$ cat config.mk
export PLATFORM = sky130hd
export DESIGN_NAME = srst_sync_seq
export DESIGN_NICKNAME = d
export VERILOG_FILES = /design/src/rtl/srst_sync_seq.sv
export SDC_FILE = /design/constraint.sdc
export NUM_CORES = 1
export LEC_CHECK = 0
export ABC_AREA = 0
export ABC_CLOCK_PERIOD_IN_PS = 1700
export CAP_MARGIN = 5
export CORE_MARGIN = 2
export CORE_UTILIZATION = 34
export DETAILED_ROUTE_END_ITERATION = 10
export PLACE_DENSITY = 0.8
export SLEW_MARGIN = 5
export SYNTH_ARGS = -nofsm -noshare
export SYNTH_HDL_FRONTEND = slang
export SYNTH_SLANG_ARGS = --single-unit
$ cat constraint.sdc
create_clock -name clk -period 1.7 [get_ports clk]
set_input_delay 0.425 -clock clk [delete_from_list [all_inputs] [get_ports clk]]
set_output_delay 0.425 -clock clk [all_outputs]
set_load 0.01 [all_outputs]
$ cat src/rtl/srst_sync_seq.sv
module srst_sync_seq #(
  parameter int DW        = 24,
  parameter int LAG_TICKS = 3,
  parameter int FZ_TICKS  = 4,
  parameter int ZD_TICKS  = 2,
  parameter int PERIOD    = 8
) (
  input  logic          clk,
  input  logic          rst_n,
  input  logic          fs_tick,
  input  logic          rst_bit,
  input  logic          sync_evt,
  input  logic [DW-1:0] din_l,
  input  logic [DW-1:0] din_r,
  output logic          int_rst_n,
  output logic          zdet_l,
  output logic          zdet_r,
  output logic [$clog2(PERIOD)-1:0] phase,
  output logic          force_zero,
  output logic [DW-1:0] dout_l,
  output logic [DW-1:0] dout_r
);
  localparam int PW = $clog2(PERIOD);
  localparam int CW = $clog2(LAG_TICKS + FZ_TICKS + ZD_TICKS + 2);

  logic          seen, pend, irn, zd, fz;
  logic [CW-1:0] lag_cnt, zd_cnt, fz_cnt;
  logic [PW-1:0] ph;

  wire chg     = rst_bit != seen;
  wire sync_ok = sync_evt & zd;
  wire zd_run  = irn & ~pend & seen;

  always_ff @(posedge clk or negedge rst_n)
    if (!rst_n) seen <= 1'b0;
    else        seen <= rst_bit;

  always_ff @(posedge clk or negedge rst_n)
    if (!rst_n) begin
      pend    <= 1'b0;
      lag_cnt <= '0;
      irn     <= 1'b0;
    end else if (chg) begin
      pend    <= 1'b1;
      lag_cnt <= '0;
    end else if (pend && fs_tick) begin
      if (lag_cnt == CW'(LAG_TICKS)) begin
        irn  <= seen;
        pend <= 1'b0;
      end else begin
        lag_cnt <= lag_cnt + 1'b1;
      end
    end

  always_ff @(posedge clk or negedge rst_n)
    if (!rst_n) begin
      zd     <= 1'b1;
      zd_cnt <= '0;
    end else if (chg && !rst_bit) begin
      zd     <= 1'b1;
      zd_cnt <= '0;
    end else if (!zd_run) begin
      zd_cnt <= '0;
    end else if (zd && fs_tick) begin
      if (zd_cnt == CW'(ZD_TICKS - 1)) zd <= 1'b0;
      else                             zd_cnt <= zd_cnt + 1'b1;
    end

  always_ff @(posedge clk or negedge rst_n)
    if (!rst_n) begin
      fz     <= 1'b0;
      fz_cnt <= '0;
    end else if (sync_ok) begin
      fz     <= 1'b1;
      fz_cnt <= '0;
    end else if (fz && fs_tick) begin
      if (fz_cnt == CW'(FZ_TICKS)) fz <= 1'b0;
      else                         fz_cnt <= fz_cnt + 1'b1;
    end

  always_ff @(posedge clk or negedge rst_n)
    if (!rst_n)       ph <= '0;
    else if (sync_ok) ph <= '0;
    else if (fs_tick) ph <= (ph == PW'(PERIOD - 1)) ? '0 : ph + 1'b1;

  assign int_rst_n  = irn;
  assign zdet_l     = zd;
  assign zdet_r     = zd;
  assign phase      = ph;
  assign force_zero = fz | ~irn;
  assign dout_l     = force_zero ? '0 : din_l;
  assign dout_r     = force_zero ? '0 : din_r;
endmodule

# == Yosys cells after proc, flatten, opt, wreduce, memory -nomap -nowiden ==
# Cells that the tools add are included.
# totals
memories,0
latch_bits,0
ram_bits,0
in_bits,53
ff_bits,20
output_inout_bits,55
rom_bits,0
# op_classes
magnitude_cmp,0
multipliers,0
div_mod_pow,0
n_eq_ne,9
add_sub_neg,4
n_mux,25
bitwise,7
reduce_logical,20
n_shift,0
# op_table
cell,count
$mux 24,2
$mux 4,10
$reduce_bool 2->1,8
$add 4x1->4 const B,3
$mux 1,10
$reduce_and 2->1,5
$mux 3,3
$reduce_and 3->1,2
$eq 4x1->1 const B,1
$eq 4x2->1 const B,1
$eq 4x3->1 const B,1
$logic_and 1x1->1,4
$ne 2x2->1 const B,2
$add 3x1->3 const B,1
$and 1x1->1,3
$eq 3x3->1 const B,1
$ne 3x1->1 const B,1
$ne 3x3->1 const B,1
$not 1->1,3
$logic_not 1->1,1
$ne 1x1->1,1
$or 1x1->1,1

# == Logic depth before layout (Yosys ltp) ==
# depth
depth_word,5
depth_mapped,5
mapped_depth_nobuf,5

# == Least setup slack after synthesis ==
# No wires, ideal clock.
# synth_timing
path_type,register to output
startpoint,"register irn, in the netlist int_rst_n"
endpoint,output dout_l[10]
arrival_time_ns,1.098
setup_slack_ns,0.177
path_buffers,2
required_time_ns,1.275
stages_incl_launch_ff,5
path_cell_list,dfrtp_1 > and2b_1 > buf_2 > clkbuf_2 > and2_1
# synth_via
elab_chain_len,3
# synth_rtl
element,line_no,rtl
from (decl),26,"logic seen, pend, irn, zd, fz;"
from (signal assigned),48,irn <= seen;
$not 1->1,90,assign force_zero = fz | ~irn;
$or 1x1->1,90,
$mux 24,91,assign dout_l = force_zero ? '0 : din_l;
to (decl),20,"output logic [DW-1:0] dout_l,"
# Every way passes these cells.

# == Final worst setup path ==
# layout_timing
startpoint,"register irn, in the netlist int_rst_n"
endpoint,output dout_l[18]
# Same word-level chain as after synthesis.

==> results_dict.tcl <==
set metrics [dict create \
    syn_area_per_cell_sq_um 8.897 \
    slew_violations 0 \
    synth_ff_type "dfrtp_1" \
    grt_pass1_wl_mm 7.665 \
    yosysSeqAreaShare_pct 34.60 \
    grt_pass1_vias 1496 \
    row_count 23 \
    antenna_cells 0 \
    finClkSkew_ns 0.004721 \
    cts_hold_buf 0 \
    dp_slack_ns -0.2756 \
    failed_checks "setup timing" \
    fin_crit_sh_pct 103.0 \
    cts_made_buffers 3 \
    critPathCaptureType "primary output" \
    start_util_pct 35.74 \
    routabilityCongestion 0.8526 \
    htreeDepth 1 \
    core_area_sq_um 4058 \
    leakage_nw 1.299 \
    ant_nets 0 \
    dr.pass1.iters 4 \
    r2r_setup_slack_ns 0.20 \
    clk_latency_ns 0.26 \
    min_period_ns 1.751 \
    via_per_inst 4.743 \
    crit_arrival_ns 1.33 \
    register_area_sq_um 501.7 \
    portBuffers 107 \
    synthDistinctLibCells 38 \
    syn_inst 163 \
    ys_ff_latch 20 \
    synth.net_count 225 \
    tns_ns -2.023 \
    gr-total-overflow 0 \
    peakVddDrop_mv 0.8677 \
    clk_path_buf_depth 2 \
    die_x_um 69.31 \
    syn_area_sq_um 1450 \
    die_h_um 69.31 \
    nets 344 \
    synthArstFlopShare_pct 100.0 \
    drt_iter0_markers 45 \
    cts_tree "built" \
    clkTransAtPathRegs_ns 0.07 \
    path_class "reg -> out" \
    slew_headroom_pct 70.24 \
    cts-root-buf "clkbuf_8" \
    yosys_warnings 0 \
    dieArea_sq_um 4803 \
    ioPinCount 108 \
    nFillCells 367 \
    routed_wl_mm 4.612 \
    synth-edff-count 0 \
    area_growth_pct 75.41 \
    antenna_found_initial 0 \
    cp.required_ns 1.27 \
    worstReg2RegEnd "int_rst_n" \
    grt_usage_pct 19.60 \
    timing.rr.start "lag_cnt[0]" \
    grt_setup_unrepaired "yes" \
    hold_viol 0 \
    worst_pin_slew_ns 0.4455 \
    setup_ws_ns -0.05097 \
    cp_max_fo 25 \
    reg2regPathDepth 4 \
    hold_class "in -> async" \
    drv_cap 0 \
    grt_start_max_net_pins 26 \
    avgRoutedWirePerCell_um 13.93 \
    multi_input_area_sq_um 874.6 \
    drcViolationCount 0 \
    start_kind "flip-flop" \
    p_per_area_nw_per_um2 692.6 \
    vias 1570 \
    status "finished, violations left" \
    fmax_ghz 0.5711 \
    cts.sinks 20 \
    layout-drive-gt1-share_pct 28.11 \
    dp_hpwl_mm 3.532 \
    setup_viol 48 \
]
[power breakdown]
part | internal, mW | total, mW | switching, mW
Sequential | 0.577 | 0.669 | 0.0922
Combinational | 0.455 | 0.776 | 0.321
Clock | 0.167 | 0.316 | 0.149
Total | 1.20 | 1.76 | 0.563
[cells in the mapped netlist, types with 2 or more instances]
master	number	area, sq um
nor2b_1	2	12.51
nor2_1	5	18.77
and2_1	48	300.3
o21ai_0	6	30.03
clkbuf_1	3	11.26
inv_1	9	33.78
ha_1	9	112.6
nand4_1	2	12.51
mux2i_1	5	50.05
or3_1	6	37.54
buf_6	2	22.52
o211ai_1	2	15.01
a21oi_1	6	30.03
nand2_1	9	33.78
a211o_1	2	17.52
dfrtp_1	19	475.5
a21boi_0	2	15.01
nand3_1	6	30.03
[state kept, by name, indices dropped and copies added (netlist names)]
signal / count
phase: 3
zdet_l: 1
zd_cnt: 4
int_rst_n: 1
fz_cnt: 4
seen: 1
fz: 1
pend: 1
lag_cnt: 4
[layout by cell type, fill, tap and decap left out, types with 2 or more instances in the layout]
cell	synthesis	layout
buf_4	1	13
and2_1	48	44
inv_1	9	9
o211ai_1	2	2
and2_4	1	5
o21ai_0	6	6
nor2_1	5	5
dlygate4sd2_1	0	2
ha_1	9	9
nor2b_1	2	2
nand2_1	9	9
buf_6	2	10
clkbuf_8	0	3
dfrtp_1	19	19
mux2i_1	5	5
a211o_1	2	2
clkdlybuf4s50_1	0	55
buf_12	0	2
or3_1	6	6
a21oi_1	6	6
nand4_1	2	2
buf_2	1	39
nand3_1	6	6
a21boi_0	2	2
[through the flow]
step	std cells	util [%]	hold WS [ns]	cell area, sq um	power, mW
after global placement	325	65.12	0.5353	2643	1.453
after detailed placement	325	65.12	0.5411	2643	1.471
after CTS	330	61.42	0.4716	2492	1.766
after global routing	331	62.69	0.4946	2544	1.899
after floorplan	163	-	0.1294	1450	1.034
final	331	62.69	0.4701	2544	1.762
[kinds of logic after synthesis]
logic type,share of synthesized area (%)
flops,34.60
simple gates,36.24
mux,4.228
buf+inv,5.866
fa+ha+maj,7.765
compound gates,11.30
[timing repair]
item / in CTS / in global routing
resized for setup: 201 / 14
buffers inserted: 0 / 2
pin swaps: 0 / 0
endpoints found under the setup margin: 51 / 50
endpoints found under the hold margin: 0 / 0
gates cloned: 1 / 0
[worst max-delay path: stages (launching register included)]
cell and delay, ns:
dfrtp_1 0.38, and2b_2 0.24, buf_12 0.16, and2_1 0.15
buf_2 0.14
[area by class of cell]
| cell class | count | area share, % |
|---|---|---|
| Timing Repair Buffer | 122 | 40.33 |
| Multi-Input combinational cell | 126 | 34.38 |
| Sequential cell | 20 | 19.72 |
| Tap cell | 50 | 2.459 |
| Clock buffer | 4 | 1.771 |
| Inverter | 9 | 1.328 |
[worst max path at each step]
stage	startpoint	endpoint	slack, ns	depth (start not counted)
after floorplan	int_rst_n	dout_l[10]	0.18	4
after global placement	din_r[12]	dout_r[12]	-0.27	3
after detailed placement	din_l[16]	dout_l[16]	-0.28	3
after CTS	fz	dout_r[13]	-0.22	4
after global routing	fz	dout_l[3]	-0.12	4
final	int_rst_n	dout_l[18]	-0.05	4
[metal layers]
metal	vias up	routed length, um	share of wire (%)	global-route usage [%]
met5	-	0	0	0
met4	0	77	1.7	6.100
met3	7	370	8.0	4.360
met2	71	2090	45	31.94
met1	709	2073	45	25.84
li1	783	-	-	-
No activity file was read; power rests on OpenSTA's default activity.
